**src/rtl/can_mode_pkg.sv**
```systemverilog
package can_mode_pkg;

  typedef enum logic [2:0] {
    MD_INIT   = 3'd0,
    MD_SYNC   = 3'd1,
    MD_RUN    = 3'd2,
    MD_SLEEP  = 3'd3,
    MD_BUSOFF = 3'd4
  } can_mode_e;

endpackage

```
**src/rtl/can_recessive_run.sv**
```systemverilog
// Counts consecutive recessive samples; pulses run_done on the sample that
// completes a run of RUN_LEN, then starts over.
module can_recessive_run #(
  parameter int RUN_LEN = 11
) (
  input  logic clk,
  input  logic rst,
  input  logic clr,
  input  logic en,
  input  logic stb,
  input  logic rx,
  output logic run_done
);

  localparam int W = (RUN_LEN > 2) ? $clog2(RUN_LEN) : 1;

  logic [W-1:0] cnt;
  logic         at_end;

  assign at_end   = (cnt == W'(RUN_LEN - 1));
  assign run_done = en && stb && rx && at_end;

  always_ff @(posedge clk) begin
    if (rst || clr) begin
      cnt <= '0;
    end else if (en && stb) begin
      if (!rx || at_end) cnt <= '0;
      else               cnt <= cnt + 1'b1;
    end
  end

endmodule

```
**src/rtl/can_run_tally.sv**
```systemverilog
// Counts completed recessive runs during bus-off; flags the last one.
module can_run_tally #(
  parameter int RUN_SETS = 128
) (
  input  logic clk,
  input  logic rst,
  input  logic clr,
  input  logic inc,
  output logic last
);

  localparam int W = (RUN_SETS > 2) ? $clog2(RUN_SETS) : 1;

  logic [W-1:0] cnt;

  assign last = (cnt == W'(RUN_SETS - 1));

  always_ff @(posedge clk) begin
    if (rst || clr) cnt <= '0;
    else if (inc)   cnt <= cnt + 1'b1;
  end

endmodule

```
**src/rtl/can_mode_fsm.sv**
```systemverilog
// Mode state machine with outputs registered from the next state.
module can_mode_fsm
  import can_mode_pkg::*;
(
  input  logic clk,
  input  logic rst,
  input  logic init_req,
  input  logic sleep_req,
  input  logic auto_wake_en,
  input  logic auto_busoff_en,
  input  logic bus_busy,
  input  logic bus_off,
  input  logic sof_det,
  input  logic run_done,
  input  logic tally_last,
  output logic cnt_en,
  output logic cnt_clr,
  output logic tally_inc,
  output logic init_ack,
  output logic sleep_ack,
  output logic ready,
  output logic sleep_clr
);

  can_mode_e state, nxt;
  logic      wake;
  logic      idle;
  logic      go_init;
  logic      go_sleep;

  assign idle     = !bus_busy;
  assign go_init  = init_req && idle;
  // the sleep bit is still set in the cycle of the clear pulse; mask it
  assign go_sleep = sleep_req && idle && !sleep_clr;

  always_comb begin
    nxt  = state;
    wake = 1'b0;
    unique case (state)
      MD_INIT: begin
        if (!init_req) nxt = go_sleep ? MD_SLEEP : MD_SYNC;
      end
      MD_SYNC: begin
        if (bus_off)       nxt = MD_BUSOFF;
        else if (go_init)  nxt = MD_INIT;
        else if (go_sleep) nxt = MD_SLEEP;
        else if (run_done) nxt = MD_RUN;
      end
      MD_RUN: begin
        if (bus_off)       nxt = MD_BUSOFF;
        else if (go_init)  nxt = MD_INIT;
        else if (go_sleep) nxt = MD_SLEEP;
      end
      MD_SLEEP: begin
        if (go_init) begin
          nxt = MD_INIT;
        end else if (!sleep_req) begin
          nxt = MD_SYNC;
        end else if (auto_wake_en && sof_det) begin
          nxt  = MD_SYNC;
          wake = 1'b1;
        end
      end
      MD_BUSOFF: begin
        if (go_init)
          nxt = MD_INIT;
        else if (auto_busoff_en && run_done && tally_last)
          nxt = MD_RUN;
      end
      default: nxt = MD_INIT;
    endcase
  end

  assign cnt_en    = (state == MD_SYNC) || (state == MD_BUSOFF);
  assign cnt_clr   = (nxt != state);
  assign tally_inc = (state == MD_BUSOFF) && run_done;

  always_ff @(posedge clk) begin
    if (rst) begin
      state     <= MD_SLEEP;
      init_ack  <= 1'b0;
      sleep_ack <= 1'b1;
      ready     <= 1'b0;
      sleep_clr <= 1'b0;
    end else begin
      state     <= nxt;
      init_ack  <= (nxt == MD_INIT);
      sleep_ack <= (nxt == MD_SLEEP);
      ready     <= (nxt == MD_RUN);
      sleep_clr <= wake;
    end
  end

endmodule

```
**src/rtl/can_mode_seq.sv**
```systemverilog
// Top level: operating-mode sequencer for a CAN protocol controller.
module can_mode_seq #(
  parameter int RUN_LEN  = 11,
  parameter int RUN_SETS = 128
) (
  input  logic clk,
  input  logic rst,
  input  logic init_req,
  input  logic sleep_req,
  input  logic auto_wake_en,
  input  logic auto_busoff_en,
  input  logic bit_stb,
  input  logic rx_bit,
  input  logic bus_busy,
  input  logic bus_off,
  input  logic sof_det,
  output logic init_ack,
  output logic sleep_ack,
  output logic ready,
  output logic sleep_clr
);

  logic cnt_en;
  logic cnt_clr;
  logic tally_inc;
  logic run_done;
  logic tally_last;

  can_recessive_run #(.RUN_LEN(RUN_LEN)) u_run (
    .clk      (clk),
    .rst      (rst),
    .clr      (cnt_clr),
    .en       (cnt_en),
    .stb      (bit_stb),
    .rx       (rx_bit),
    .run_done (run_done)
  );

  can_run_tally #(.RUN_SETS(RUN_SETS)) u_tally (
    .clk  (clk),
    .rst  (rst),
    .clr  (cnt_clr),
    .inc  (tally_inc),
    .last (tally_last)
  );

  can_mode_fsm u_fsm (
    .clk            (clk),
    .rst            (rst),
    .init_req       (init_req),
    .sleep_req      (sleep_req),
    .auto_wake_en   (auto_wake_en),
    .auto_busoff_en (auto_busoff_en),
    .bus_busy       (bus_busy),
    .bus_off        (bus_off),
    .sof_det        (sof_det),
    .run_done       (run_done),
    .tally_last     (tally_last),
    .cnt_en         (cnt_en),
    .cnt_clr        (cnt_clr),
    .tally_inc      (tally_inc),
    .init_ack       (init_ack),
    .sleep_ack      (sleep_ack),
    .ready          (ready),
    .sleep_clr      (sleep_clr)
  );

endmodule

```
**config.mk**
```make
export PLATFORM = sky130hd
export DESIGN_NAME = can_mode_seq
export DESIGN_NICKNAME = d
export VERILOG_FILES = /design/src/rtl/can_mode_pkg.sv /design/src/rtl/can_recessive_run.sv /design/src/rtl/can_run_tally.sv /design/src/rtl/can_mode_fsm.sv /design/src/rtl/can_mode_seq.sv
export SDC_FILE = /design/constraint.sdc
export NUM_CORES = 1
export LEC_CHECK = 0
export BUFFER_PORTS_ARGS = -buffer_cell sky130_fd_sc_hd__buf_2
export CAP_MARGIN = 0
export CORE_UTILIZATION = 60
export CTS_CLUSTER_DIAMETER = 100
export DETAILED_ROUTE_END_ITERATION = 8
export PLACE_DENSITY = 0.82
export SETUP_SLACK_MARGIN = 0.3
export SLEW_MARGIN = 20
export SYNTH_ARGS = -nofsm -noshare
export SYNTH_HDL_FRONTEND = slang
export SYNTH_SLANG_ARGS = --single-unit
```
**constraint.sdc**
```tcl
create_clock -name clk -period 4.23 [get_ports clk]
set_input_delay 0 -clock clk [delete_from_list [all_inputs] [get_ports clk]]
set_output_delay 0 -clock clk [all_outputs]
set_load 0.03 [all_outputs]
```
Yosys cells after proc, flatten, opt, wreduce, memory -nomap -nowiden
Cells that the tools add are included.
{ "word_totals": {"out_inout_bits": 4, "reg_bits": 18, "wordCells": 56, "in_bits": 11} }
{ "classes": {"n_bitwise": 2, "n_addsub": 2, "mux": 17, "eq_ne": 9, "n_reduce_logical": 19} }
{ "ops": {"columns": ["cell", "n"], "rows": [
  ["$mux W3", 13],
  ["$pmux W3 S5", 1],
  ["$eq A3 B2 Y1 const B", 4],
  ["$logic_and A1 B1 Y1", 10],
  ["$add A7 B1 Y7 const B", 1],
  ["$eq A7 B7 Y1 const B", 1],
  ["$logic_not A3 Y1", 2],
  ["$add A4 B1 Y4 const B", 1],
  ["$eq A4 B4 Y1 const B", 1],
  ["$mux W4", 1],
  ["$reduce_or A4 Y1", 1],
  ["$eq A3 B1 Y1 const B", 1],
  ["$eq A3 B3 Y1 const B", 1],
  ["$logic_not A1 Y1", 3],
  ["$logic_or A1 B1 Y1", 3],
  ["$ne A3 B3 Y1", 1],
  ["$mux W2", 1],
  ["$not A1 Y1", 2],
  ["$mux W1", 1]
]} }

Longest topological paths before layout
{ "logic_depth": {"depth_word": 12, "ltp_mapped": 8, "ltp_nobuf": 7} }

Cells and area by module
Synthesis repeated with hierarchy kept, for this count alone.
{ "unflattened": {"cells_unflattened": 131, "hier_area_um2": 1086.0} }
{ "by_module_without_submodules": {"columns": ["mod", "seq_area_each_um2", "cells_each", "area_each_um2", "instances"], "rows": [
  ["can_mode_fsm", 140.1, 72, 555.5, 1],
  ["can_run_tally", 140.1, 35, 309.0, 1],
  ["can_recessive_run", 80.1, 24, 221.5, 1]
]} }

Worst setup path before layout
No wires, ideal clock.
{ "synth_path": {"path_kind": "flip-flop to flip-flop", "from": "register u_run.cnt[0]", "to": "register u_fsm.state[1]", "arrival_ns": 1.560, "path_stages_with_launch": 8, "required_time_ns": 4.107, "setup_ns": 0.123, "n_path_buf": 0, "synth_period_minus_slack_ns": 1.684, "setup_slack_ns": 2.546, "cell_sequence": "dfxtp_1 -> inv_1 -> ha_1 -> nand3b_1 -> nor4_1 -> o31ai_2 -> nand3_1 -> or2_2"} }
{ "synth_between": {"elab_chain_len": 7, "elab_cells_between_ends": 11, "classes_between": "eq/ne: 1; mux: 7; reduce/logical: 3"} }
{ "synth_rtl": {"columns": ["element", "line_no", "source"], "rows": [
  ["from (decl)", "can_recessive_run.sv:17", "logic [W-1:0] cnt;"],
  ["from (signal assigned)", "can_recessive_run.sv:28", "else cnt <= cnt + 1'b1;"],
  ["$eq A4 B4 Y1 *", "can_recessive_run.sv:20", "assign at_end = (cnt == W'(RUN_LEN - 1));"],
  ["$logic_and A1 B1 Y1 *", "can_recessive_run.sv:21", "assign run_done = en && stb && rx && at_end;"],
  ["$mux W3 / $logic_and A1 B1 Y1 (equally long branches)", "can_mode_fsm.sv:47, can_mode_fsm.sv:67", null],
  ["$mux W3 / $logic_and A1 B1 Y1 (equally long branches)", "can_mode_fsm.sv:46, can_mode_fsm.sv:67", null],
  ["$mux W3, on equally long branches", "can_mode_fsm.sv:45, can_mode_fsm.sv:67", null],
  ["$mux W3, on equally long branches", "can_mode_fsm.sv:44, can_mode_fsm.sv:65", null],
  ["$pmux W3 S5 *", "can_mode_fsm.sv:39", "unique case (state)"],
  ["to (signal assigned)", "can_mode_fsm.sv:86", "state <= nxt;"],
  ["to (decl)", "can_mode_fsm.sv:25", "can_mode_e state, nxt;"]
]} }
Mark *: on every way between the ends. The rest lies on a longest branch, timed or not.
A chain may end at the register's enable or synchronous reset.

Worst setup path after layout
{ "layout_path": {"from": "register u_fsm.state[0]", "to": "register u_run.cnt[1]"} }
{ "layout_between": {"elab_chain_len": 12, "elab_cells_between_ends": 27, "classes_between": "eq/ne: 5; mux: 14; reduce/logical: 8"} }
{ "layout_rtl": {"columns": ["element", "line_no", "source"], "rows": [
  ["$eq A3 B1 Y1 / $eq A3 B3 Y1 (equally long branches)", "can_mode_fsm.sv:39, can_mode_fsm.sv:74", null],
  ["$logic_or A1 B1 Y1", "can_mode_fsm.sv:74", "assign cnt_en = (state == MD_SYNC) || (state == MD_BUSOFF);"],
  ["$logic_and A1 B1 Y1", "can_recessive_run.sv:21, can_recessive_run.sv:26", null],
  ["$logic_and A1 B1 Y1 (2 in a row)", "can_recessive_run.sv:21", null],
  ["$mux W3 / $logic_and A1 B1 Y1 (equally long branches)", "can_mode_fsm.sv:47, can_mode_fsm.sv:67", null],
  ["$mux W3 / $logic_and A1 B1 Y1 (equally long branches)", "can_mode_fsm.sv:46, can_mode_fsm.sv:67", null],
  ["$mux W3, on equally long branches", "can_mode_fsm.sv:45, can_mode_fsm.sv:67", null],
  ["$mux W3, on equally long branches", "can_mode_fsm.sv:44, can_mode_fsm.sv:65", null],
  ["$pmux W3 S5", "can_mode_fsm.sv:39", null],
  ["$ne A3 B3 Y1", "can_mode_fsm.sv:75", "assign cnt_clr = (nxt != state);"],
  ["$logic_or A1 B1 Y1", "can_recessive_run.sv:24", "if (rst || clr) begin"]
]} }
Parallel ways exist; a longest one is shown, timed or not.

==> flow_summary.json <==
{
  "drc": 0,
  "hold_start": "rx_bit",
  "start_util_pct": 65.2,
  "syn_nets": 140,
  "seqPwrFrac_pct": 53.1,
  "leakage_nw": 0.471,
  "synthMostInstantiatedCell": "dfxtp_1",
  "synthCells": 126,
  "drive_gt1_share_pct": 22.9,
  "tns_ns": 0,
  "slew_headroom_pct": 40.2,
  "grt_pass1_wl_um": 3590,
  "wl_um": 2270,
  "dieArea_sq_um": 2080,
  "synth_xor_area_share_pct": 8.24,
  "numCtsBuffers": 3,
  "hold_depth": 3,
  "yosys-mux-area-fraction_pct": 0.879,
  "cts_root_buf": "clkbuf_4",
  "die_h_um": 45.6,
  "crit_path_end_kind": "register",
  "holdWs_ns": 0.0750,
  "grt_usage_pct": 25.0,
  "hold_path_class": "in2reg",
  "rr_worst_depth": 5,
  "yosysUniqueCellTypes": 46,
  "cts.sinks": 18,
  "max_cap_viol_count": 0,
  "synth_commonest_cells": "dfxtp_1, nor3_1, nor2_1",
  "clkLatencyLatePin_ns": 0.29,
  "ctsResizeCount": 0,
  "fin_nets": 156,
  "clk_pin_slew_ns": 0.09,
  "timing.final.crit_share_pct": 55.5,
  "synthFlopType": "dfxtp_1",
  "p_comb_share_pct": 24.2,
  "slew_viol_final": 0,
  "swShare_pct": 32.9,
  "synth.ff_latch_count": 18,
  "placed_cells": 159,
  "synthToLayoutAreaGrowth_pct": 8.46,
  "hpwl_um": 1680,
  "max_freq_mhz": 426,
  "synthAdderAreaFrac_pct": 3.30,
  "synth-compound-area-share_pct": 13.1,
  "ir_drop_uv": 267,
  "diodes": 0,
  "cp_max_fo": 16,
  "io_buffers": 14,
  "power_density_nw_per_um2": 295,
  "clock_power_share_pct": 22.7,
  "setup_viol_count_final": 0,
  "wire_per_inst_um": 13.7,
  "synthArstFlopShare_pct": 0,
  "power_switching_uw": 120,
  "syn_area_sq_um": 1140,
  "crit_type": "reg2reg",
  "yosys.area_share.simple_pct": 36.2,
  "timing.rr.end": "u_run.cnt[1]$_SDFFE_PP0N_",
  "cp_data_required_time_ns": 4.37,
  "yosysWarnings": 0,
  "r2r-start": "u_fsm.state[0]$_SDFF_PP1_",
  "hold_viol": 0,
  "syn-mean-instance-area_sq_um": 9.04,
  "ios": 15,
  "antenna_found_initial": 0,
  "worstPathArrival_ns": 2.49,
  "cts_tree": "yes",
  "dieWidth_um": 45.6,
  "min_to": "u_run.cnt[3]$_SDFFE_PP0N_",
  "gp_congestion": 0.832,
  "drtIter0Drc": 23,
  "fin_total_pwr_uw": 364,
  "first_pass_iters": 4,
  "synth_top_area_share_pct": 31.6,
  "fin_skew_ns": 0.00332,
  "synthTopCellsByArea": "dfxtp_1, nor3_1, buf_6",
  "p_int_uw": 244,
  "vias_per_cell": 5.99,
  "synth_top_family_by_area": "simple AND/OR/NAND/NOR gates",
  "synth_top_cell_by_area": "dfxtp_1",
  "reg2reg_slack_ns": 1.88,
  "htreeDepth": 1,
  "fp-row-count": 15,
  "core_area_sq_um": 1750,
  "cts_buffer_depth": 2,
  "grt_max_degree": 17,
  "outcome": "finished clean",
  "vias": 989,
  "cp-start-kind": "register",
  "worst_pin_slew_ns": 0.897,
  "period_needed_ns": 2.35,
  "ant_nets": 0,
  "first_global_vias": 835,
  "yosysSeqAreaShare_pct": 31.6,
  "grt_overflow_total": 0,
  "rsz0062_at_grt": "no",
  "fin_cells": 165,
  "synth_edf_count": 0
}
## per-stage QoR
stage	area [sq um]	setup WS (ns)	utilization, %
global placement	1180	2.00	67.7
global route	1230	1.67	70.8
detailed placement	1180	1.91	67.7
CTS	1230	1.89	70.8
floorplan	1140	2.55	-
finish	1230	1.88	70.8
## routing by layer
layer / vias up / global-route usage, % / routed length [um]
met5: - / 0 / 0
met4: 0 / 12.7 / 54
met3: 7 / 7.14 / 87
met2: 27 / 41.4 / 1120
met1: 462 / 29.1 / 1000
li1: 493 / - / -
## state kept, by name (all words and copies together), names as in the netlist
name / cells
u_tally.cnt: 7
u_run.cnt: 4
u_fsm.state: 3
u_fsm.init_ack: 1
u_fsm.ready: 1
u_fsm.sleep_ack: 1
u_fsm.sleep_clr: 1
## cells by family (layout without fill, tap and decap cells)
kind of cell,after synthesis,after routing
muxes,1,1
AOI/OAI and AO/OA,18,18
DFF,18,18
adders and majority gates,3,3
xor gates and xnor gates,9,9
buffers and inverters,11,25
and+or+nand+nor,66,66
## worst max-delay path by stage
stage,to,from
finish,u_run.cnt[1]$_SDFFE_PP0N_,u_fsm.state[0]$_SDFF_PP1_
global route,u_tally.cnt[0]$_SDFFE_PP0P_,u_fsm.state[0]$_SDFF_PP1_
CTS,u_run.cnt[1]$_SDFFE_PP0N_,u_fsm.state[0]$_SDFF_PP1_
detailed placement,u_run.cnt[1]$_SDFFE_PP0N_,u_fsm.state[0]$_SDFF_PP1_
global placement,u_tally.cnt[4]$_SDFFE_PP0P_,u_fsm.state[0]$_SDFF_PP1_
floorplan,u_fsm.state[1]$_SDFF_PP1_,u_run.cnt[0]$_SDFFE_PP0N_
## critical path: stages (launching register included)
cell and delay [ns]:
dfxtp_1 0.70, xnor2_2 0.15, nor4_4 0.40, a21oi_2 0.13
o22ai_1 0.69, nor3_1 0.11
## power groups by stage
stage,logic [mW],clock network [mW],registers (mW)
finish,0.0881,0.0825,0.193
CTS,0.0880,0.0851,0.193
global route,0.0964,0.0936,0.195
global placement,0.0832,0,0.196
floorplan,0.0809,0,0.193
detailed placement,0.0862,0,0.197
## timing repair
action / CTS / global route
buffers inserted: 0 / 0
hold buffers: 3 / 0
hold endpoints to repair: 3 / 0
## final cells by class
type	instances	area [sq um]
multi-input combinational	97	702
fill	149	510
sequential	18	360
timing repair buffer	17	100
tap	25	31.3
clock buffer	3	22.5
inverter	5	18.8
## cells in the final DEF, fill, tap and decap left out, drive strengths merged, types with 2 or more instances in the layout
cell,count
a21oi,5
a311oi,3
buf,14
clkbuf,3
dfxtp,18
dlygate4sd3,3
ha,3
inv,5
nand2,7
nand3,7
nand3b,3
nand4,5
nor2,11
nor2b,3
nor3,14
nor3b,3
nor4,4
nor4b,2
xnor2,6
xor2,3
Power figures use the tool's default switching activity.
